==> config.mk <==
export PLATFORM = sky130hd
export DESIGN_NAME = freq_shift_seq
export DESIGN_NICKNAME = d
export VERILOG_FILES = /design/src/rtl/fshift_pkg.sv /design/src/rtl/fshift_req_gate.sv /design/src/rtl/fshift_delay.sv /design/src/rtl/fshift_cmd_fmt.sv /design/src/rtl/freq_shift_seq.sv
export SDC_FILE = /design/constraint.sdc
export NUM_CORES = 1
export LEC_CHECK = 0
export BUFFER_PORTS_ARGS = -buffer_cell sky130_fd_sc_hd__buf_2
export CAP_MARGIN = 20
export CORE_ASPECT_RATIO = 0.8
export CORE_MARGIN = 2
export CORE_UTILIZATION = 46
export CTS_BUF_LIST = sky130_fd_sc_hd__clkbuf_16
export DETAILED_ROUTE_END_ITERATION = 7
export PLACE_DENSITY = 0.84
export REMOVE_ABC_BUFFERS = 1
export SLEW_MARGIN = 25
export SYNTH_ARGS = -nofsm -noshare
export SYNTH_HDL_FRONTEND = slang
export SYNTH_SLANG_ARGS = --single-unit
==> constraint.sdc <==
create_clock -name clk -period 3.1 [get_ports clk]
set_input_delay 0.31 -clock clk [delete_from_list [all_inputs] [get_ports clk]]
set_output_delay 0.31 -clock clk [all_outputs]
set_load 0.01 [all_outputs]
==> src/rtl/fshift_pkg.sv <==
package fshift_pkg;

    localparam int DLL_RST_BIT = 8;

    typedef enum logic [2:0] {
        ST_IDLE,
        ST_ENTER_WAIT,
        ST_CLK_CHG,
        ST_STABLE_WAIT,
        ST_XP_WAIT,
        ST_MRS_TIM0,
        ST_MRS_TIM1,
        ST_LOCK_WAIT
    } fs_state_e;

    typedef enum logic [1:0] {
        OP_ENTER   = 2'd0,
        OP_EXIT    = 2'd1,
        OP_DLL_RST = 2'd2,
        OP_MRS_TIM = 2'd3
    } fs_op_e;

    typedef struct packed {
        fs_state_e st;
        logic      cke;
        logic      odt;
        logic      chg_ok;
        logic      cmd_vld;
        fs_op_e    op;
        logic      mr_sel;
        logic      path;
        logic      ack;
        logic      rej;
        logic      rdy;
    } fs_regs_t;

endpackage

==> src/rtl/fshift_req_gate.sv <==
module fshift_req_gate #(
    parameter int FREQ_W = 12
) (
    input  logic [FREQ_W-1:0] tgt_i,
    input  logic [FREQ_W-1:0] floor_i,
    output logic              ok_o
);
    always_comb begin
        ok_o = (tgt_i >= floor_i);
    end
endmodule

==> src/rtl/fshift_delay.sv <==
module fshift_delay #(
    parameter int W = 16
) (
    input  logic         clk,
    input  logic         rst_n,
    input  logic         ld_i,
    input  logic [W-1:0] ld_val_i,
    input  logic         en_i,
    output logic         zero_o
);
    logic [W-1:0] cnt_d, cnt_q;

    always_comb begin
        cnt_d = cnt_q;
        if (ld_i) begin
            cnt_d = ld_val_i;
        end else if (en_i && (cnt_q != '0)) begin
            cnt_d = cnt_q - 1'b1;
        end
    end

    always_ff @(posedge clk) begin
        if (!rst_n) begin
            cnt_q <= '0;
        end else begin
            cnt_q <= cnt_d;
        end
    end

    assign zero_o = (cnt_q == '0);
endmodule

==> src/rtl/fshift_cmd_fmt.sv <==
module fshift_cmd_fmt #(
    parameter int MR_W = 14,
    localparam int DAT_W = MR_W + 2
) (
    input  fshift_pkg::fs_op_e op_i,
    input  logic               path_i,
    input  logic               mr_sel_i,
    input  logic [MR_W-1:0]    mr0_i,
    input  logic [MR_W-1:0]    mr2_i,
    output logic [DAT_W-1:0]   dat_o
);
    import fshift_pkg::*;

    localparam logic [MR_W-1:0] DLL_MASK = MR_W'(1) << DLL_RST_BIT;

    always_comb begin
        dat_o = '0;
        unique case (op_i)
            OP_ENTER, OP_EXIT: dat_o[0] = path_i;
            OP_DLL_RST:        dat_o = {2'b00, mr0_i | DLL_MASK};
            OP_MRS_TIM: begin
                if (mr_sel_i) begin
                    dat_o = {2'b10, mr2_i};
                end else begin
                    dat_o = {2'b00, mr0_i & ~DLL_MASK};
                end
            end
            default:           dat_o = '0;
        endcase
    end
endmodule

==> src/rtl/freq_shift_seq.sv <==
module freq_shift_seq #(
    parameter int FREQ_W = 12,
    parameter int CNT_W  = 16,
    parameter int MR_W   = 14,
    localparam int DAT_W = MR_W + 2
) (
    input  logic              clk,
    input  logic              rst_n,
    input  logic              req_i,
    input  logic              path_pd_i,
    input  logic [FREQ_W-1:0] tgt_freq_i,
    input  logic [FREQ_W-1:0] cfg_min_freq_i,
    input  logic [CNT_W-1:0]  cfg_t_enter_i,
    input  logic [CNT_W-1:0]  cfg_t_stable_i,
    input  logic [CNT_W-1:0]  cfg_t_xp_i,
    input  logic [CNT_W-1:0]  cfg_t_lock_i,
    input  logic [MR_W-1:0]   cfg_mr0_i,
    input  logic [MR_W-1:0]   cfg_mr2_i,
    input  logic              odt_i,
    input  logic              clk_stable_i,
    output logic              ack_o,
    output logic              rej_o,
    output logic              clk_chg_ok_o,
    output logic              cke_o,
    output logic              odt_o,
    output logic              cmd_vld_o,
    output logic [1:0]        cmd_op_o,
    output logic [DAT_W-1:0]  cmd_dat_o,
    output logic              rdy_o
);
    import fshift_pkg::*;

    fs_regs_t           r_d, r_q;
    logic               tgt_ok;
    logic               tmr_ld;
    logic [CNT_W-1:0]   tmr_val;
    logic               tmr_en;
    logic               tmr_zero;

    fshift_req_gate #(.FREQ_W(FREQ_W)) u_gate (
        .tgt_i   (tgt_freq_i),
        .floor_i (cfg_min_freq_i),
        .ok_o    (tgt_ok)
    );

    fshift_delay #(.W(CNT_W)) u_delay (
        .clk      (clk),
        .rst_n    (rst_n),
        .ld_i     (tmr_ld),
        .ld_val_i (tmr_val),
        .en_i     (tmr_en),
        .zero_o   (tmr_zero)
    );

    fshift_cmd_fmt #(.MR_W(MR_W)) u_fmt (
        .op_i     (r_q.op),
        .path_i   (r_q.path),
        .mr_sel_i (r_q.mr_sel),
        .mr0_i    (cfg_mr0_i),
        .mr2_i    (cfg_mr2_i),
        .dat_o    (cmd_dat_o)
    );

    always_comb begin
        r_d         = r_q;
        r_d.ack     = 1'b0;
        r_d.rej     = 1'b0;
        r_d.cmd_vld = 1'b0;
        tmr_ld      = 1'b0;
        tmr_val     = '0;
        tmr_en      = 1'b0;

        unique case (r_q.st)
            ST_IDLE: begin
                r_d.cke = 1'b1;
                r_d.odt = odt_i;
                if (req_i) begin
                    if (tgt_ok) begin
                        r_d.ack     = 1'b1;
                        r_d.rdy     = 1'b0;
                        r_d.cmd_vld = 1'b1;
                        r_d.op      = OP_ENTER;
                        r_d.path    = path_pd_i;
                        r_d.cke     = 1'b0;
                        r_d.odt     = 1'b0;
                        tmr_ld      = 1'b1;
                        tmr_val     = cfg_t_enter_i;
                        r_d.st      = ST_ENTER_WAIT;
                    end else begin
                        r_d.rej = 1'b1;
                    end
                end
            end
            ST_ENTER_WAIT: begin
                tmr_en = 1'b1;
                if (tmr_zero) begin
                    r_d.chg_ok = 1'b1;
                    r_d.st     = ST_CLK_CHG;
                end
            end
            ST_CLK_CHG: begin
                if (clk_stable_i) begin
                    r_d.chg_ok = 1'b0;
                    tmr_ld     = 1'b1;
                    tmr_val    = cfg_t_stable_i;
                    r_d.st     = ST_STABLE_WAIT;
                end
            end
            ST_STABLE_WAIT: begin
                if (!clk_stable_i) begin
                    r_d.chg_ok = 1'b1;
                    r_d.st     = ST_CLK_CHG;
                end else if (tmr_zero) begin
                    r_d.cke     = 1'b1;
                    r_d.cmd_vld = 1'b1;
                    r_d.op      = OP_EXIT;
                    tmr_ld      = 1'b1;
                    tmr_val     = cfg_t_xp_i;
                    r_d.st      = ST_XP_WAIT;
                end else begin
                    tmr_en = 1'b1;
                end
            end
            ST_XP_WAIT: begin
                tmr_en = 1'b1;
                if (tmr_zero) begin
                    r_d.cmd_vld = 1'b1;
                    r_d.op      = OP_DLL_RST;
                    r_d.mr_sel  = 1'b0;
                    r_d.st      = ST_MRS_TIM0;
                end
            end
            ST_MRS_TIM0: begin
                r_d.cmd_vld = 1'b1;
                r_d.op      = OP_MRS_TIM;
                r_d.mr_sel  = 1'b0;
                r_d.st      = ST_MRS_TIM1;
            end
            ST_MRS_TIM1: begin
                r_d.cmd_vld = 1'b1;
                r_d.op      = OP_MRS_TIM;
                r_d.mr_sel  = 1'b1;
                tmr_ld      = 1'b1;
                tmr_val     = cfg_t_lock_i;
                r_d.st      = ST_LOCK_WAIT;
            end
            ST_LOCK_WAIT: begin
                tmr_en = 1'b1;
                if (tmr_zero) begin
                    r_d.rdy = 1'b1;
                    r_d.st  = ST_IDLE;
                end
            end
            default: r_d.st = ST_IDLE;
        endcase
    end

    always_ff @(posedge clk) begin
        if (!rst_n) begin
            r_q.st      <= ST_IDLE;
            r_q.cke     <= 1'b1;
            r_q.odt     <= 1'b0;
            r_q.chg_ok  <= 1'b0;
            r_q.cmd_vld <= 1'b0;
            r_q.op      <= OP_ENTER;
            r_q.mr_sel  <= 1'b0;
            r_q.path    <= 1'b0;
            r_q.ack     <= 1'b0;
            r_q.rej     <= 1'b0;
            r_q.rdy     <= 1'b1;
        end else begin
            r_q <= r_d;
        end
    end

    assign ack_o        = r_q.ack;
    assign rej_o        = r_q.rej;
    assign clk_chg_ok_o = r_q.chg_ok;
    assign cke_o        = r_q.cke;
    assign odt_o        = r_q.odt;
    assign cmd_vld_o    = r_q.cmd_vld;
    assign cmd_op_o     = r_q.op;
    assign rdy_o        = r_q.rdy;
endmodule

After elaboration in Yosys (flattened, before gate mapping)
Index checks and enable logic that the tools add are counted.
{ "word_totals": {"word_cells": 103, "out_inout_bits": 25, "regBits": 30, "in_bits": 122} }
{ "op_classes": {"add_sub_neg": 1, "mux": 47, "n_reduce_logical": 22, "order_cmp": 1, "eq_ne": 20} }
{ "op_table": {"columns": ["cell", "count"], "rows": [
  ["2-to-1 mux 16 bit", 8],
  ["one-hot mux 16 bit (4 select lines)", 1],
  ["one-hot mux 15 bit (2 select lines)", 1],
  ["2-to-1 mux 3 bit", 9],
  ["one-hot mux 3 bit (8 select lines)", 1],
  ["inequality test 2 bit, second input constant", 9],
  ["logical NOT 16 bit", 1],
  ["nonzero test 16 bit", 1],
  ["subtractor 16 x 1 -> 16 bit, second input constant", 1],
  ["2-to-1 mux 1 bit", 15],
  ["equality test 3 bit, second input constant", 4],
  ["greater-or-equal comparator 12 bit", 1],
  ["one-hot mux 3 bit (4 select lines)", 1],
  ["2-to-1 mux 5 bit", 2],
  ["one-hot mux 1 bit (3 select lines)", 3],
  ["AND reduction 3 bit", 3],
  ["2-to-1 mux 4 bit", 2],
  ["AND reduction 4 bit", 2],
  ["AND reduction 7 bit", 1],
  ["equality test 3 x 2 -> 1 bit, second input constant", 2],
  ["one-hot mux 1 bit (2 select lines)", 3],
  ["AND reduction 6 bit", 1],
  ["nonzero test 2 bit", 3],
  ["nonzero test 3 bit", 2],
  ["other kinds (12)", 14]
]} }

Logic depth before layout (Yosys ltp)
Gate-level depths: netlist (run 1).
{ "depth": {"ltp_word": 7, "mapped_depth": 9} }

Hierarchy
A second synthesis (run 1) with hierarchy kept.
{ "unflattened": {"hier_cells": 360, "area_unflattened_um2": 2745.1} }
{ "by_module_without_submodules": {"columns": ["mod", "n_inst", "area_each_um2", "seq_area_each_um2", "cells_per_inst"], "rows": [
  ["freq_shift_seq", 1, 1126.1, 280.3, 147],
  ["fshift_delay", 1, 977.2, 320.3, 123],
  ["fshift_cmd_fmt", 1, 351.6, 0.0, 50],
  ["fshift_req_gate", 1, 290.3, 0.0, 40]
]} }

Worst setup path before layout (run 1)
Ideal clock, no wire load.
{ "synth_path": {"kind": "input to register", "startpoint": "in cfg_min_freq_i[11]", "endpoint": "reg u_delay.cnt_q[9]", "setup_time_ns": 0.087, "arrival_ns": 2.179, "path_buffers": 0, "slack_ns": 0.834, "path_stages": 8, "path_cell_list": "inv_1 -> ha_1 -> a21oi_1 -> o21ai_0 -> a22o_1 -> nor3_1 -> o2111ai_1 -> a221oi_2"} }
{ "synth_between": {"elab_chain_cells": 5, "elab_cells_between_ends": 9, "cone_classes": "order compare (1); mux (7); reduce/logical (1)"} }
{ "synth_rtl": {"columns": ["item", "line", "text"], "rows": [
  ["start, declared", "freq_shift_seq.sv:12", "input logic [FREQ_W-1:0] cfg_min_freq_i,"],
  ["greater-or-equal comparator 12 bit (*)", "fshift_req_gate.sv:9", "ok_o = (tgt_i >= floor_i);"],
  ["2-to-1 mux 16 bit or 2-to-1 mux 1 bit (tied branches)", "freq_shift_seq.sv:78", "if (tgt_ok) begin"],
  ["2-to-1 mux 16 bit or 2-to-1 mux 1 bit (tied branches)", "freq_shift_seq.sv:77", "if (req_i) begin"],
  ["one-hot mux 16 bit (4 select lines) or one-hot mux 1 bit (4 select lines) (tied branches)", "freq_shift_seq.sv:73", "unique case (r_q.st)"],
  ["2-to-1 mux 16 bit or nonzero test 2 bit (tied branches)", null, null],
  ["end signal, assigned", "fshift_delay.sv:26", "cnt_q <= cnt_d;"],
  ["end, declared", "fshift_delay.sv:11", "logic [W-1:0] cnt_d, cnt_q;"]
]} }
Mark *: on every way between the ends. The rest lies on a longest branch, timed or not.
A chain may end at the register's enable or synchronous reset.

Final worst setup path (run 1)
{ "layout_path": {"startpoint": "reg u_delay.cnt_q[0]", "endpoint": "reg u_delay.cnt_q[3]"} }
{ "layout_between": {"elab_chain_cells": 6, "elab_cells_between_ends": 16, "cone_classes": "add/sub (1); mux (11); reduce/logical (4)"} }
{ "layout_rtl": {"columns": ["item"], "rows": [
  ["branches (longest 6 deep; another with subtractor 16 x 1 -> 16 bit)"]
]} }
Parallel ways; which one is timed is not known. The select of a mux whose other input is x is not followed.

==> results.md, run 1 <==
* Multiplexer share of the synthesized area at 0.007820
* Critical R2R Launch: u_delay.cnt_q[0]
* Cell mode on critical path: nor3_1
* Total grt overflow at 0
* Critical Path RT at roughly 3.3 ns
* Worst-Margin Slew at 0.6535 ns
* Die Ht at roughly 73 um
* Worst Hold Path EP: r_q[3]
* Vias per cell at 5.879
* Min Hold Slack at 0.2797 ns
* Critical Path End Type: flop
* Slew margin rel. at 0.5616
* Crit-path max FO at 7
* Layout cells sized above 1 at 0.3417
* Fmax at 370.9 MHz
* Row cnt at 25
* Yosys cell types at 66
* Synth Area per Inst at 7.293 sq um
* Synth Register Bits at 30
* Final hold violations at 0
* Seq/Total Area, Yosys at 0.2208
* CTS Hold Bufs at 0
* First DRT Iteration DRCs at 395
* Post-Synth Simple-Gate Area at 0.2746
* Synth top area cells: dfxtp_1 22%, nand2_1 6.6%, ha_1 6.0%
* Adder-Cell Fraction of Synth Area at 0.05980
* Average wire per standard cell at 15.78 um
* Hold path depth at 3
* CP bufs+invs at 2
* Top-count cell post-synth: nand2_1
* Post-Syn Area at 2720 sq um
* Pleak at ~1.7 nW
* Status: complete, no violations
* Post-Synthesis Cells at approximately 370
* Input/output buffers at 144
* Initial Util at 0.4675
* Die Area at ~6500 sq um
* Clock buffer count from CTS at 5
* Flop-to-flop setup slack at 0.40 ns
* Area growth syn-to-layout at 34.50%
* Clock latency on the worst-skew pair at between 0.2 and 0.3 ns
* Min-delay src: path_pd_i
* Hold Crit Class: in -> reg
* Post-CTS setup buffer count at 0
* Worst Path Arrival at 2.85 ns
* CTS tree: yes
* Residual DRC at 0
* Initial antenna violation count at 0
* Synth Warn # at 0
* Reg2Reg Depth at 9
* Crit path time final at ~2.7 ns
* Ys async rst share at 0
* # H-tree levels at 2
* Clock sink count at 30
* DR vias at 3,504
* Root Driver: clkbuf_16
* WL final at between 9000 and 10,000 um
* Nets at 649
* Top Ports at 147
* Synth area leader: dfxtp_1
* Post-Route Setup TNS at 0 ns
* Setup Viol. Count Final at 0
* CP Cell Sequence: inv_1 > ha_1 > nor3b_1 > nand4_1 > o21ai_0 > nor3_1 > buf_4 > a221oi_1 > nor3_1
* Global-route wire length before repair at between 10,000 and 15,000 um
* Layout Cells excl Fill at 596
* Routability Congestion at 0.9081
* Largest net degree at the start of global routing at 23
* RSZ-0062 raised after global routing: no
* Vias in the first global route at 3,183
* Largest family of logic cells by synthesized area: compound AO/OA/AOI/OAI gates
* CORE AREA at 5818 sq um
* Die width at approximately 90 um
* Critical path class: reg -> reg
* Post-CTS resize count at 0
* Compound-cell area share of the yosys netlist at 0.3602
* Top delay family on crit path: simple AND/OR/NAND/NOR gates
* Post-DP HPWL at 7194 um
* EDFF count, synth at 0
* Power per cell area at 716.9 nW/um^2
* Maximum VDD drop at roughly 0.36 mV
* Total power at 2.623 mW
* Clk slew on worst S/H paths at roughly 0.050 ns
* Placed insts at 588
* R2r endpoint: u_delay.cnt_q[3]
* Antenna-violating nets left at 0
* Fillers at about 570
* Slew Limit Fails at 0
* Commonest cells post-synth: 48 x nand2_1, 33 x nor2_1, 30 x dfxtp_1
* Top FF cell, synth: dfxtp_1
* XOR/XNOR Fraction of Synth Area at 0.009660
* WP depth at 9
* Max-Cap Viols at 0
* Antenna cells at 0
* Core Util, Final at 0.6288
* Area share of the largest cell type after synthesis at 0.2208
* Largest incremental delay on the critical path at 0.42 ns
* Slowest cell on the critical path: o21ai_0
* Iteration count of the initial detailed-routing pass at 5
* Max clock buf depth at 2
* Crit start category: flop
* Tcrit/Tclk final at 0.8698
* Total track usage at 0.2788
* Layout Skew at 0.004386 ns
cell type report:
type                    count  area (sq um)  area share
multi-input cells         302          1941      0.5304
repair buffers            155         803.3      0.2196
flip-flops and latches     30         600.6      0.1642
clock buffers               5         125.1     0.03420
well taps                  81         101.3     0.02770
inverters                  20         75.07     0.02052
clock inverters             3         12.51    0.003420
worst max-delay path by stage:
stage / startpoint / endpoint
after global placement: r_q[13] / u_delay.cnt_q[3]
after floorplan: r_q[13] / u_delay.cnt_q[2]
after global routing: u_delay.cnt_q[0] / u_delay.cnt_q[3]
after detailed placement: u_delay.cnt_q[0] / u_delay.cnt_q[3]
final: u_delay.cnt_q[0] / u_delay.cnt_q[3]
after CTS: u_delay.cnt_q[0] / u_delay.cnt_q[3]
cell usage in the layout (no fill, tap or decap), types with 6 or more instances in the layout:
master / count
buf_4: 11
buf_2: 144
a22o_1: 11
nor3_1: 13
nand3_1: 8
a21boi_0: 13
a222oi_1: 9
a22oi_1: 8
ha_1: 13
nor2_1: 33
inv_1: 20
a21oi_1: 26
a31oi_1: 10
dfxtp_1: 30
nor2b_1: 6
o21ai_0: 17
nand2_1: 48
routing by layer:
layer,vias up,share of wire,global-route usage
met2,207,0.48,0.5152
li1,1694,-,-
met1,1595,0.41,0.3431
met4,0,0.0065,0.05470
met3,8,0.11,0.05785
met5,-,0,0
kinds of logic after synthesis:
family                     after synthesis
AOI/OAI and AO/OA                      135
xor gates and xnor gates                 3
adders and majority gates               13
buffers and inverters                   41
DFF                                     30
muxes                                    2
other                                    1
and+or+nand+nor                        148
worst reg2reg max path, delay by kind of cell, from the launching register on:
kind	cells	cell delay [ns]
AND/OR/NAND/NOR	4	1.06
AO/OA/AOI/OAI	2	0.70
flip-flops	1	0.32
adder cells (fa/ha/maj)	1	0.20
buffers and inverters	2	0.30
sequential cells by signal (all words and copies together), names as in the netlist:
signal and cells:
odt_o 1, r_q 5, ack_o 1, cmd_vld_o 1
clk_chg_ok_o 1, cmd_op_o 2, rej_o 1, u_delay.cnt_q 16
rdy_o 1, cke_o 1
where the power goes:
group | internal (mW) | total (mW) | switching [mW]
sequential | 0.498 | 0.608 | 0.110
clock | 0.289 | 0.457 | 0.168
combinational | 0.629 | 1.56 | 0.930
through the flow:
stage | cell area (sq um) | setup WS (ns)
3_3_place_gp | 3521 | 0.5643
4_1_cts | 3659 | 0.4487
5_1_grt | 3659 | 0.1305
3_5_place_dp | 3521 | 0.4834
6_report | 3659 | 0.4037
2_1_floorplan | 2616 | 0.3234
Note: power is estimated with default switching activity, not from simulation.
==> run 2: changes to the inputs <==
--- a/config.mk
+++ b/config.mk
@@ -9,11 +9,12 @@
 export CAP_MARGIN = 20
 export CORE_ASPECT_RATIO = 0.8
 export CORE_MARGIN = 2
-export CORE_UTILIZATION = 46
+export CORE_UTILIZATION = 49
 export CTS_BUF_LIST = sky130_fd_sc_hd__clkbuf_16
 export DETAILED_ROUTE_END_ITERATION = 7
-export PLACE_DENSITY = 0.84
+export PLACE_DENSITY = 0.89
 export REMOVE_ABC_BUFFERS = 1
+export SKIP_CTS_REPAIR_TIMING = 1
 export SLEW_MARGIN = 25
 export SYNTH_ARGS = -nofsm -noshare
 export SYNTH_HDL_FRONTEND = slang
==> constraint.sdc (replaced) <==
create_clock -name clk -period 3.17 [get_ports clk]
set_input_delay 0.317 -clock clk [delete_from_list [all_inputs] [get_ports clk]]
set_output_delay 0.317 -clock clk [all_outputs]
set_load 0.01 [all_outputs]
==> results.md, run 2 (synthesis gave the netlist of run 1 again) <==
* Input/output buffers at 144
* Iteration count of the initial detailed-routing pass at 5
* Post-DP HPWL at ~7000 um
* Total track usage at 0.2882
* Sw frac at 0.4654
* Global-route wire length before repair at approximately 14,000 um
* Routability Congestion at 0.9037
* Antenna cells at 0
* Average wire per standard cell at ~16 um
* Die width at 87.30 um
* Max clock buf depth at 2
* Max-Cap Viols at 0
* Root Driver: clkbuf_16
* Fillers at 454
* CORE AREA at 5405 sq um
* Critical Path End Type: flop
* Layout cells sized above 1 at 0.3405
* Combinational Power Share at 0.594
* Antenna-violating nets left at 0
* Min-delay src: cfg_t_enter_i[10]
* P_sw at 1.204 mW
* Fmax at around 370 MHz
* Die Ht at 70.64 um
* Clk slew on worst S/H paths at around 0.050 ns
* Area growth syn-to-layout at 33.49%
* Clock sink count at 30
* Largest incremental delay on the critical path at 0.42 ns
* CP bufs+invs at 2
* Multi-input combinational cell area at roughly 1900 sq um
* Vias per cell at 6.119
* Initial Util at 0.5032
* Cell mode on critical path: nor3_1
* Crit path time final at about 2.7 ns
* Total grt overflow at 0
* Clock latency on the worst-skew pair at 0.28 ns
* Die Area at between 6000 and 7000 sq um
* WL final at 9134 um
* Clock buffer count from CTS at 5
* Flop-to-flop setup slack at 0.49 ns
* Seq pwr share at 0.231
* Residual DRC at 0
* Top Ports at 147
* Slew Limit Fails at 0
* Status: complete, no violations
* First DRT Iteration DRCs at around 290
* # H-tree levels at 2
* Initial antenna violation count at 0
* Crit start category: flop
* Reg area at 600.6 sq um
* Top delay family on crit path: simple AND/OR/NAND/NOR gates
* Most flops, register: u_delay.cnt_q
* Slew margin rel. at 0.3330
* Final hold violations at 0
* Worst Path Arrival at 2.83 ns
* Vias in the first global route at 3,204
* RSZ-0062 raised after global routing: no
* Largest net degree at the start of global routing at 28
* Hold path depth at 3
* DR vias at 3,543
* Power per cell area at 712.6 nW/um^2
* Commonest non-fill, non-tap cells in the layout: 144 x buf_2, 48 x nand2_1, 33 x nor2_1, 30 x dfxtp_1, 26 x a21oi_1
* Reg2Reg Depth at 9
* Crit-path max FO at 7
* Tcrit/Tclk final at 0.8463
* Nets at between 600 and 700
* Post-Route Setup TNS at 0 ns
* Worst-Margin Slew at between 0.9 and 1 ns
* Min Hold Slack at roughly 0.30 ns
* Internal Power at 1.383 mW
* Slowest cell on the critical path: nor3b_1
* Maximum VDD drop at 0.3621 mV
* CTS tree: yes
* Most common library cell in the layout ignoring fill and taps: buf_2
* Row cnt at 24
* Layout Skew at 0.005435 ns
* Largest register FFs at 16
* R2r endpoint: u_delay.cnt_q[3]
* Clock share of power at 0.174
* Worst Hold Path EP: u_delay.cnt_q[10]
* Pleak at 1.709 nW
* Hold Crit Class: in -> reg
* Setup Viol. Count Final at 0
* CP Cell Sequence: inv_1 > ha_1 > nor3b_1 > nand4_1 > o21ai_0 > nor3_1 > buf_4 > a221oi_1 > nor3_1
* Critical Path RT at 3.32 ns
* Critical R2R Launch: u_delay.cnt_q[0]
* Critical path class: reg -> reg
==> run 2: how the worst max path moves through the flow <==
stage,from,cells after the start,endpoint
CTS,u_delay.cnt_q[0],9,u_delay.cnt_q[3]
global route,u_delay.cnt_q[0],9,u_delay.cnt_q[3]
global placement,r_q[11],8,u_delay.cnt_q[3]
finish,u_delay.cnt_q[0],9,u_delay.cnt_q[3]
floorplan,r_q[13],6,u_delay.cnt_q[2]
detailed placement,u_delay.cnt_q[0],9,u_delay.cnt_q[3]
==> run 2: area by class of cell <==
cell class,instances,area share
sequential,30,0.1654
multi-input combinational,302,0.5345
tap,65,0.02240
timing repair buffer,154,0.2192
clock inverter,3,0.003446
clock buffer,5,0.03446
inverter,20,0.02068
==> run 2: through the flow <==
step | cells | area [sq um] | total power, mW | setup WS [ns] | utilization
after floorplan | 352 | 2616 | 1.604 | 0.3934 | -
after global placement | 571 | 3493 | 2.003 | 0.6397 | 0.6463
after detailed placement | 571 | 3493 | 2.072 | 0.5671 | 0.6463
after CTS | 579 | 3631 | 2.540 | 0.5170 | 0.6718
after global routing | 579 | 3631 | 2.761 | 0.1179 | 0.6718
final | 579 | 3631 | 2.587 | 0.4871 | 0.6718
==> run 2: per-layer routing <==
layer  global-route usage  vias to the layer above  routed length, um
met5                    0                        -                  0
met4              0.08718                        0                170
met3              0.04784                       23                864
met2               0.4798                      204               4189
met1               0.3822                     1627               3909
li1                     -                     1689                  -
==> run 2: worst register-to-register path: stages, from the launching register on <==
cell and delay (ns):
dfxtp_1 0.31, inv_1 0.10, ha_1 0.22, nor3b_1 0.42
nand4_1 0.37, o21ai_0 0.41, nor3_1 0.18, buf_4 0.20
a221oi_1 0.26, nor3_1 0.09
==> run 2: power by group through the flow <==
| stage | combinational, mW | sequential, mW | clock [mW] |
|---|---|---|---|
| global route | 1.67 | 0.616 | 0.472 |
| CTS | 1.49 | 0.593 | 0.453 |
| global placement | 1.41 | 0.593 | 0 |
| floorplan | 0.998 | 0.607 | 0 |
| finish | 1.54 | 0.599 | 0.451 |
| detailed placement | 1.47 | 0.599 | 0 |
==> run 3: changes to the inputs <==
--- a/config.mk
+++ b/config.mk
@@ -5,14 +5,15 @@
 export SDC_FILE = /design/constraint.sdc
 export NUM_CORES = 1
 export LEC_CHECK = 0
+export ABC_AREA = 1
 export BUFFER_PORTS_ARGS = -buffer_cell sky130_fd_sc_hd__buf_2
 export CAP_MARGIN = 20
 export CORE_ASPECT_RATIO = 0.8
 export CORE_MARGIN = 2
-export CORE_UTILIZATION = 49
+export CORE_UTILIZATION = 42
 export CTS_BUF_LIST = sky130_fd_sc_hd__clkbuf_16
 export DETAILED_ROUTE_END_ITERATION = 7
-export PLACE_DENSITY = 0.89
+export PLACE_DENSITY = 0.8
 export REMOVE_ABC_BUFFERS = 1
 export SKIP_CTS_REPAIR_TIMING = 1
 export SLEW_MARGIN = 25
==> constraint.sdc (replaced) <==
create_clock -name clk -period 2.43 [get_ports clk]
set_input_delay 0.243 -clock clk [delete_from_list [all_inputs] [get_ports clk]]
set_output_delay 0.243 -clock clk [all_outputs]
set_load 0.01 [all_outputs]
==> results.md, run 3 <==
* Status: complete, no violations
* Nets at between 700 and 800
* WL final at between 9000 and 10,000 um
* EDFF count, synth at 0
* Clock sink count at 30
* Largest net degree at the start of global routing at 22
* Synth Register Bits at 30
* Largest register FFs at 16
* Die Ht at 77.86 um
* Max clock buf depth at 2
* Root Driver: clkbuf_16
* Top delay family on crit path: simple AND/OR/NAND/NOR gates
* Most flops, register: u_delay.cnt_q
* Fmax at 465.9 MHz
* Area share of the largest cell type after synthesis at 0.2097
* Pleak at 2.163 nW
* Worst-Margin Slew at roughly 0.57 ns
* Crit path time final at 2.146 ns
* Slowest cell on the critical path: dfxtp_1
* Max-Cap Viols at 0
* Top Ports at 147
* # H-tree levels at 2
* Power per cell area at 907.0 nW/um^2
* Commonest non-fill, non-tap cells in the layout: 153 x nand2_1, 144 x buf_2, 75 x nor2_1, 66 x inv_1, 52 x nand3_1
* Yosys cell types at 34
* Average wire per standard cell at roughly 13 um
* Total track usage at 0.2491
* Largest incremental delay on the critical path at 0.34 ns
* Final hold violations at 0
* Synth top area cells: dfxtp_1 21%, nand2_1 20%, nor2_1 9.8%
* Post-DP HPWL at 7494 um
* Routability Congestion at 0.9122
* Slew Limit Fails at 0
* Placement Setup Slack at 0.1844 ns
* Crit start category: flop
* Residual DRC at 0
* Maximum VDD drop at 0.3545 mV
* Seq pwr share at 0.229
* Input/output buffers at 144
* RSZ-0062 raised after global routing: no
* Vias in the first global route at around 3,500
* Internal Power at 1.781 mW
* Die width at approximately 96 um
* Row cnt at 26
* Sw frac at 0.4862
* Core Util, Final at 0.5875
* Synth Area per Inst at 5.638 sq um
* Antenna cells at 0
* Layout Skew at 0.003295 ns
* First DRT Iteration DRCs at 148
* Vias per cell at 5.074
* Top FF cell, synth: dfxtp_1
* Post-Synthesis Cells at 508
* Critical path class: reg -> reg
* Most common library cell in the layout ignoring fill and taps: nand2_1
* Layout cells sized above 1 at 0.2687
* Reg2Reg Depth at 12
* Critical Path RT at 2.65 ns
* Critical Path End Type: flop
* Antenna-violating nets left at 0
* Clock share of power at 0.170
* Total grt overflow at 0
* CP Cell Sequence: inv_1 > ha_1 > nand2_2 > nor2_4 > nand2_4 > nand3_1 > nand2_1 > nand2_1 > nand3_1 > nand2_1 > nor2_1 > nor2_1
* Commonest cells post-synth: 153 x nand2_1, 75 x nor2_1, 65 x inv_1
* Top-count cell post-synth: nand2_1
* Initial Util at 0.4402
* Setup Viol. Count Final at 0
* DR vias at ~3,800
* Iteration count of the initial detailed-routing pass at 5
* Hold Crit Class: in -> reg
* Combinational Power Share at 0.600
* Area growth syn-to-layout at 33.46%
* Ys async rst share at 0
* Cell mode on critical path: nand2_1
* CTS tree: yes
* Hold path depth at 3
* Post-route setup slack at 0.2838 ns
* Global-route wire length before repair at about 15,000 um
* Post-Syn Area at 2864 sq um
* WP depth at 12
* Crit-path max FO at 10
* Tcrit/Tclk final at 0.8832
* Die Area at 7500 sq um
* Synth area leader: dfxtp_1
* Seq/Total Area, Yosys at 0.2097
* Post-Route Setup TNS at 0 ns
* Slew margin rel. at 0.6184
* Synth Warn # at 0
* Clock buffer count from CTS at 5
* P_sw at roughly 1.7 mW
* Worst Path Arrival at 2.37 ns
* Initial antenna violation count at 0
* CP bufs+invs at 1
* CORE AREA at about 6500 sq um
* Clock latency on the worst-skew pair at 0.28 ns
* Clk slew on worst S/H paths at roughly 0.050 ns
## run 3: cell count changes after synthesis, sizes merged, moves of 14 or more
cell    delta
nand2    +107
a21boi    -14
nand3     +45
nor2      +48
inv       +50
## run 3: worst paths after layout
check / startpoint / endpoint / slack [ns]
worst max-delay path: u_delay.cnt_q[0] / u_delay.cnt_q[10] / 0.28
worst min-delay path: odt_i / odt_o / 0.23
worst max register to register: u_delay.cnt_q[0] / u_delay.cnt_q[10] / 0.28
worst min register to register: rdy_o / rdy_o / 0.46
## run 3: tightest hold or removal path: cells and delay by family
family | cells | cell delay [ns]
buf+inv | 1 | 0.10
simple gates | 1 | 0.07
compound gates | 1 | 0.05
## run 3: layout make-up
cell class	count	area [sq um]
clock inverters	3	12.51
multi-input cells	392	1914
repair buffers	154	795.8
well taps	84	105.1
flip-flops and latches	30	600.6
clock buffers	5	125.1
inverters	71	269.0
fillers	644	2684
## run 3: through the flow
| stage | hold WS (ns) | area, sq um | power [mW] | instances |
|---|---|---|---|---|
| after floorplan | 0.3271 | 2784 | 2.257 | 493 |
| after global placement | 0.4479 | 3685 | 2.784 | 731 |
| after detailed placement | 0.4499 | 3685 | 2.850 | 731 |
| after CTS | 0.2309 | 3822 | 3.452 | 739 |
| after global routing | 0.2572 | 3822 | 3.834 | 739 |
| final | 0.2324 | 3822 | 3.467 | 739 |
## run 3: power by group through the flow
| stage | registers (mW) | clock network, mW | logic [mW] |
|---|---|---|---|
| CTS | 0.791 | 0.595 | 2.07 |
| global placement | 0.794 | 0 | 1.99 |
| finish | 0.795 | 0.591 | 2.08 |
| detailed placement | 0.797 | 0 | 2.05 |
| global route | 0.817 | 0.616 | 2.40 |
| floorplan | 0.796 | 0 | 1.46 |
## run 3: logic make-up (layout without fill, tap and decap cells)
group | count (synthesis) | in the layout | share of synthesized area
AO/OA/AOI/OAI | 70 | 70 | 0.1415
XOR/XNOR | 7 | 7 | 0.02141
adder cells (fa/ha/maj) | 13 | 13 | 0.05679
buffers and inverters | 86 | 233 | 0.1219
flip-flops | 30 | 30 | 0.2097
other | 1 | 1 | 0.001309
AND/OR/NAND/NOR | 301 | 301 | 0.4474
## run 3: metal layers
metal,wire length (um),vias up,global-route usage
li1,-,1914,-
met1,4044,1640,0.2952
met2,4197,178,0.4389
met3,901,18,0.05049
met4,158,0,0.08873
met5,0,-,0
